$ cat src/rtl/ordq_pkg.sv
package ordq_pkg;

    localparam int NQ = 4;
    localparam int QW = 2;

    localparam logic [2:0] C_PW    = 3'd0;
    localparam logic [2:0] C_RDREQ = 3'd1;
    localparam logic [2:0] C_WRREQ = 3'd2;
    localparam logic [2:0] C_RDCPL = 3'd3;
    localparam logic [2:0] C_WRCPL = 3'd4;

    typedef enum logic [QW-1:0] {
        Q_POSTED = 2'd0,
        Q_REQ    = 2'd1,
        Q_RCPL   = 2'd2,
        Q_WCPL   = 2'd3
    } queue_e;

    function automatic queue_e queue_of(input logic [2:0] c);
        unique case (c)
            C_PW:             return Q_POSTED;
            C_RDREQ, C_WRREQ: return Q_REQ;
            C_RDCPL:          return Q_RCPL;
            default:          return Q_WCPL;
        endcase
    endfunction

endpackage

$ cat src/rtl/ordq_fifo.sv
module ordq_fifo #(
    parameter int DEPTH = 4,
    parameter int DW    = 32,
    parameter int AGEW  = 8,
    parameter int AHW   = 3
) (
    input  logic            clk,
    input  logic            rst_n,
    input  logic            push,
    input  logic [2:0]      push_cls,
    input  logic [DW-1:0]   push_data,
    input  logic [AGEW-1:0] push_stamp,
    input  logic [AHW-1:0]  push_ahead,
    input  logic            pop,
    input  logic            dec,
    output logic            full,
    output logic            empty,
    output logic [AHW-1:0]  count,
    output logic [2:0]      head_cls,
    output logic [DW-1:0]   head_data,
    output logic [AGEW-1:0] head_stamp,
    output logic [AHW-1:0]  head_ahead
);

    localparam int IW = (DEPTH > 1) ? $clog2(DEPTH) : 1;

    logic [IW-1:0]   rd_q, wr_q;
    logic [AHW-1:0]  cnt_q;
    logic [2:0]      cls_m   [DEPTH];
    logic [DW-1:0]   data_m  [DEPTH];
    logic [AGEW-1:0] stamp_m [DEPTH];
    logic [AHW-1:0]  ahead_m [DEPTH];

    function automatic logic [IW-1:0] nxt(input logic [IW-1:0] p);
        return (p == IW'(DEPTH - 1)) ? '0 : p + 1'b1;
    endfunction

    always_ff @(posedge clk) begin
        if (!rst_n) begin
            rd_q  <= '0;
            wr_q  <= '0;
            cnt_q <= '0;
        end else begin
            if (push) wr_q <= nxt(wr_q);
            if (pop)  rd_q <= nxt(rd_q);
            if (push && !pop)      cnt_q <= cnt_q + 1'b1;
            else if (pop && !push) cnt_q <= cnt_q - 1'b1;
        end
    end

    always_ff @(posedge clk) begin
        if (push) begin
            cls_m[wr_q]   <= push_cls;
            data_m[wr_q]  <= push_data;
            stamp_m[wr_q] <= push_stamp;
        end
    end

    for (genvar i = 0; i < DEPTH; i++) begin : g_slot
        always_ff @(posedge clk) begin
            if (!rst_n)
                ahead_m[i] <= '0;
            else if (push && wr_q == IW'(i))
                ahead_m[i] <= push_ahead;
            else if (dec && ahead_m[i] != '0)
                ahead_m[i] <= ahead_m[i] - 1'b1;
        end
    end

    always_comb begin
        count      = cnt_q;
        full       = (cnt_q == AHW'(DEPTH));
        empty      = (cnt_q == '0);
        head_cls   = cls_m[rd_q];
        head_data  = data_m[rd_q];
        head_stamp = stamp_m[rd_q];
        head_ahead = ahead_m[rd_q];
    end

    AST_NO_OVERFLOW: assert property (@(posedge clk) disable iff (!rst_n)
        push |-> (cnt_q != AHW'(DEPTH)));
    AST_NO_UNDERFLOW: assert property (@(posedge clk) disable iff (!rst_n)
        pop |-> (cnt_q != '0));

endmodule

$ cat src/rtl/ordq_arb.sv
module ordq_arb
    import ordq_pkg::*;
#(
    parameter int AGEW = 8
) (
    input  logic                      clk,
    input  logic                      rst_n,
    input  logic [NQ-1:0]             ok,
    input  logic [NQ-1:0][AGEW-1:0]   stamp,
    output logic [NQ-1:0]             grant
);

    function automatic logic older(input logic [AGEW-1:0] a, input logic [AGEW-1:0] b);
        logic [AGEW-1:0] d;
        d = a - b;
        return d[AGEW-1];
    endfunction

    logic [QW-1:0] best;
    logic          found;

    always_comb begin
        best  = '0;
        found = 1'b0;
        for (int q = 0; q < NQ; q++) begin
            if (ok[q] && (!found || older(stamp[q], stamp[best]))) begin
                best  = QW'(q);
                found = 1'b1;
            end
        end
        grant = found ? (NQ'(1) << best) : '0;
    end

    AST_GRANT_ONEHOT: assert property (@(posedge clk) disable iff (!rst_n)
        $onehot0(grant));
    AST_GRANT_ELIGIBLE: assert property (@(posedge clk) disable iff (!rst_n)
        (grant & ~ok) == '0);

endmodule

$ cat src/rtl/ordq_top.sv
module ordq_top
    import ordq_pkg::*;
#(
    parameter int DEPTH           = 4,
    parameter int DW              = 32,
    parameter int AGEW            = 8,
    parameter bit REJECT_NP_WRITE = 1'b1
) (
    input  logic          clk,
    input  logic          rst_n,
    input  logic          in_valid,
    input  logic [2:0]    in_cls,
    input  logic [DW-1:0] in_data,
    output logic          in_ready,
    output logic          in_reject,
    input  logic [4:0]    out_rdy,
    output logic          out_valid,
    output logic [2:0]    out_cls,
    output logic [DW-1:0] out_data
);

    localparam int AHW = $clog2(DEPTH + 1);

    logic                    bad, accept;
    queue_e                  qsel;
    logic [AGEW-1:0]         age_q;
    logic [NQ-1:0]           push, pop, full, empty, ok;
    logic [NQ-1:0][AHW-1:0]  cnt, hd_ahead;
    logic [NQ-1:0][2:0]      hd_cls;
    logic [NQ-1:0][DW-1:0]   hd_data;
    logic [NQ-1:0][AGEW-1:0] hd_stamp;
    logic [AHW-1:0]          pw_left;

    always_comb begin
        bad       = (in_cls > C_WRCPL) || (REJECT_NP_WRITE && in_cls == C_WRREQ);
        qsel      = queue_of(in_cls);
        in_ready  = bad ? 1'b1 : !full[qsel];
        in_reject = in_valid && bad;
        accept    = in_valid && in_ready && !bad;
        pw_left   = cnt[Q_POSTED] - AHW'(pop[Q_POSTED]);
        for (int q = 0; q < NQ; q++) begin
            push[q] = accept && (qsel == queue_e'(q));
            ok[q]   = !empty[q] && (hd_ahead[q] == '0) && out_rdy[hd_cls[q]];
        end
    end

    always_ff @(posedge clk) begin
        if (!rst_n)      age_q <= '0;
        else if (accept) age_q <= age_q + 1'b1;
    end

    for (genvar q = 0; q < NQ; q++) begin : g_q
        logic [AHW-1:0] ahead_in;
        logic           dec_in;
        if (q == Q_REQ || q == Q_RCPL) begin : g_ord
            assign ahead_in = pw_left;
            assign dec_in   = pop[Q_POSTED];
        end else begin : g_free
            assign ahead_in = '0;
            assign dec_in   = 1'b0;
        end
        ordq_fifo #(.DEPTH(DEPTH), .DW(DW), .AGEW(AGEW), .AHW(AHW)) u_fifo (
            .clk        (clk),
            .rst_n      (rst_n),
            .push       (push[q]),
            .push_cls   (in_cls),
            .push_data  (in_data),
            .push_stamp (age_q),
            .push_ahead (ahead_in),
            .pop        (pop[q]),
            .dec        (dec_in),
            .full       (full[q]),
            .empty      (empty[q]),
            .count      (cnt[q]),
            .head_cls   (hd_cls[q]),
            .head_data  (hd_data[q]),
            .head_stamp (hd_stamp[q]),
            .head_ahead (hd_ahead[q])
        );
    end

    ordq_arb #(.AGEW(AGEW)) u_arb (
        .clk   (clk),
        .rst_n (rst_n),
        .ok    (ok),
        .stamp (hd_stamp),
        .grant (pop)
    );

    always_comb begin
        out_valid = |pop;
        out_cls   = '0;
        out_data  = '0;
        for (int q = 0; q < NQ; q++) begin
            if (pop[q]) begin
                out_cls  = hd_cls[q];
                out_data = hd_data[q];
            end
        end
    end

    AST_OUT_TAKEN: assert property (@(posedge clk) disable iff (!rst_n)
        out_valid |-> out_rdy[out_cls]);
    AST_REJECT_TAKEN: assert property (@(posedge clk) disable iff (!rst_n)
        in_reject |-> in_ready);
    AST_RCPL_BEHIND_PW: assert property (@(posedge clk) disable iff (!rst_n)
        !empty[Q_RCPL] |-> (hd_ahead[Q_RCPL] <= cnt[Q_POSTED]));
    AST_REQ_BEHIND_PW: assert property (@(posedge clk) disable iff (!rst_n)
        !empty[Q_REQ] |-> (hd_ahead[Q_REQ] <= cnt[Q_POSTED]));

endmodule

$ cat config.mk
export PLATFORM = sky130hd
export DESIGN_NAME = ordq_top
export DESIGN_NICKNAME = d
export VERILOG_FILES = /design/src/rtl/ordq_pkg.sv /design/src/rtl/ordq_fifo.sv /design/src/rtl/ordq_arb.sv /design/src/rtl/ordq_top.sv
export SDC_FILE = /design/constraint.sdc
export NUM_CORES = 1
export LEC_CHECK = 0
export BUFFER_PORTS_ARGS = -buffer_cell sky130_fd_sc_hd__buf_4
export CAP_MARGIN = 30
export CORE_UTILIZATION = 30
export DETAILED_ROUTE_END_ITERATION = 6
export MAX_ROUTING_LAYER = met4
export PLACE_DENSITY = 0.5
export REMOVE_ABC_BUFFERS = 1
export SETUP_SLACK_MARGIN = 0.02
export SKIP_CTS_REPAIR_TIMING = 1
export SYNTH_ARGS = -nofsm -noshare
export SYNTH_HDL_FRONTEND = slang
export SYNTH_SLANG_ARGS = --single-unit
$ cat constraint.sdc
create_clock -name clk -period 11.76 [get_ports clk]
set_input_delay 2.352 -clock clk [delete_from_list [all_inputs] [get_ports clk]]
set_output_delay 2.352 -clock clk [all_outputs]
set_load 0.005 [all_outputs]
==> flow_summary_export.csv <==
group,metric,value,unit
final_layout,final_common_cell,"edfxtp_1",
logic_synthesis,synth_adder_area_share,0.0275,
placement,gp_congestion,0.825,
logic_synthesis,synth-seq-cells,756,
power_and_ir_drop,swShare,0.267,
critical_path,critPathSlowestCell,"or3b_2",
floorplan,die_y,322,um
critical_path,cp-end-kind,"primary output",
cts,clkTransAtPathRegs,0.06,ns
power_and_ir_drop,pwr_density_cell,186,nW/um^2
sta,period_share,0.964,
critical_path,crit_path_max_incr_delay,0.47,ns
power_and_ir_drop,pwr-share-clk,0.347,
final_layout,area_delta_synth_final,16.0,%
power_and_ir_drop,p_comb_frac,0.189,
min_path,hold_path_class,"register to register",
placement,placed_cell_area,33100,um^2
sta,drv_slew,0,
sta,max_freq,88.2,MHz
logic_synthesis,synth.cell_area,30700,um^2
final_layout,multiInputGateArea,7940,um^2
logic_synthesis,synthXorXnorAreaFrac,0.00599,
sta,relSlewSlack,0.339,
critical_path,crit_arrival,8.99,ns
sta,fin_skew,0.0238,ns
global_route,grt_pass1_vias,16800,
power_and_ir_drop,p_int,4.85,mW
logic_synthesis,postSynthCellCount,1624,
routing,drc_errors,0,
sta,tns,0,ns
routing,routedWlPerCell,24.9,um
floorplan,die-area,104000,um^2
critical_path,critPathMaxFanout,27,
outcome,outcome,"finished clean",
power_and_ir_drop,peakVddDrop,0.0000941,V
routing,drtIter0Drc,1388,
final_layout,nets,1875,
sta,fin_crit,11.34,ns
final_layout,seq_area,22300,um^2
cts,cts_sinks,756,
critical_path,cp_num_buf_inv,5,
floorplan,die_w,322,um
final_layout,design_area,35600,um^2
routing,wirelength,79200,um
floorplan,ios,81,
placement,hpwl,46700,um
routing,dr_total_vias,16100,
critical_path,path_delay_family,"compound AO/OA/AOI/OAI gates",
sta,worst_pin_slew,0.992,ns
final_layout,layout-drive-gt1-share,0.252,
global_route,grtUsageTotal,0.157,
global_route,antenna_found_initial,1,
logic_synthesis,ys_warn_count,0,
cts,numCtsBuffers,79,
logic_synthesis,synth.distinct_cells,65,
sta,holdWs,0.474,ns
sta,grt_setup_unrepaired,"no",
power_and_ir_drop,leakagePower,11.3,nW
run,maxCapViolations,0,
final_layout,mostFrequentLayoutCells,"712 x edfxtp_1, 171 x mux4_2, 139 x buf_4, 81 x clkbuf_16, 72 x nand2_1",
logic_synthesis,synth_edf_count,712,
power_and_ir_drop,seqPwrFrac,0.463,
floorplan,core_area,101000,um^2
cts,cts_root_buf,"clkbuf_16",
final_layout,final_cells,3185,
logic_synthesis,synth_ff_type,"edfxtp_1",
global_route,globalRouteOverflowTotal,0,
logic_synthesis,muxShareOfSynthArea,0.134,
sta,layout_setup_ws,0.420,ns
logic_synthesis,synth_top_family_by_area,"multiplexers",
final_layout,n_fill_cell,9497,
power_and_ir_drop,switchingPower,1.77,mW
routing,ant_nets,0,
logic_synthesis,synth-simple-area-share,0.0394,
cts,cts_tree,"built",
placement,dp_slack,0.205,ns
cts,clockBufferDepth,3,
global_route,grt_start_max_net_pins,55,
power_and_ir_drop,totalPowerFinal,6.62,mW
logic_synthesis,syn_avg_cell_area,18.9,um^2
critical_path,crit_top_cell,"buf_4",
cts,clk_latency,0.62,ns
floorplan,placementRows,116,
critical_path,worstPathRequired,9.41,ns
routing,firstDrtPassIters,5,
floorplan,initial_core_util,0.305,
critical_path,cp-start-kind,"input port",
sta,setup_viol,0,
sta,finalHoldViolations,0,
placement,placed_cells,3029,
logic_synthesis,yosysSeqAreaShare,0.725,
final_layout,final_core_util,0.353,
logic_synthesis,synth_async_sr_flop_share,0,
global_route,grt_first_pass_wirelength,114000,um
critical_path,crit_type,"input port to primary output",
logic_synthesis,synth_compound_area_frac,0.0488,
cts,htreeDepth,3,
routing,routed_via_density,5.04,
placement,port_buffers,80,
## cells in the mapped netlist, types with 9 or more instances
cell	number	area, um^2
edfxtp_1	712	21400
mux4_2	171	3850
nand2_1	73	274
ha_1	61	763
clkbuf_1	60	225
inv_1	58	218
a21oi_1	51	255
o22ai_1	50	313
dfxtp_1	44	881
a41oi_1	36	315
o21ai_0	30	150
and2_1	23	144
mux2i_1	23	230
nor2_1	21	78.8
nor2b_1	18	113
or3_1	15	93.8
nand3_1	14	70.1
xnor2_1	13	114
nor3_1	11	55.1
o211ai_1	11	82.6
or4_1	10	75.1
a211oi_1	9	67.6
## worst register-to-register path, delay by kind of cell, from the launching register on
family	cells	cell delay (ns)
xor+xnor	1	0.15
flops	1	0.43
simple gates	11	2.04
buf+inv	4	1.26
compound gates	17	3.69
mux	1	0.58
fa+ha+maj	5	1.28
## power by group through the flow
stage               clock network (mW)  logic [mW]  registers, mW
detailed placement                   0        1.24           3.13
finish                            2.30        1.25           3.07
CTS                               2.36        1.24           3.08
floorplan                            0       0.773           3.16
global route                      2.45        1.36           3.08
global placement                     0        1.22           3.13
## path summary, 6_finish.rpt
| path | startpoint | to | slack [ns] | cells past startpoint |
|---|---|---|---|---|
| worst max-delay path | out_rdy[0] | out_data[31] | 0.42 | 31 |
| worst min-delay path | g_q[1].u_fifo.rd_q[1] | register | 0.47 | 2 |
| worst max register to register | register | g_q[2].u_fifo.ahead_m[0][2] | 2.15 | 39 |
| worst min register to register | g_q[1].u_fifo.rd_q[1] | register | 0.47 | 2 |
## metal layers
layer / up-vias / routed length (um) / GRT usage
met5: - / 0 / -
met4: 0 / 1880 / 0.0453
met3: 106 / 3390 / 0.0209
met2: 421 / 39100 / 0.257
met1: 8594 / 34800 / 0.205
li1: 6942 / - / -
## flip-flops by register name, summed over array words and instances, names as in the netlist, named ones only
name / flops
g_q.u_fifo.data_m: 512
g_q.u_fifo.stamp_m: 128
g_q.u_fifo.cls_m: 48
g_q.u_fifo.ahead_m: 24
g_q.u_fifo.count: 12
age_q: 8
g_q.u_fifo.rd_q: 8
g_q.u_fifo.wr_q: 8
## logic make-up (layout without fill, tap and decap cells)
kind of cell | after synthesis | count (layout)
and+or+nand+nor | 222 | 222
buffers and inverters | 139 | 342
other | 0 | 1
muxes | 196 | 196
DFF | 756 | 756
AOI/OAI and AO/OA | 225 | 225
adders and majority gates | 65 | 65
xor gates and xnor gates | 21 | 21
## final cells by class
class | instances | area share
flip-flops and latches | 756 | 0.626
multi-input cells | 729 | 0.223
clock buffers | 106 | 0.0590
well taps | 1357 | 0.0477
repair buffers | 142 | 0.0314
clock inverters | 35 | 0.00657
inverters | 59 | 0.00622
diodes | 1 | 0.0000703
(Power assumes the default switching activity.)
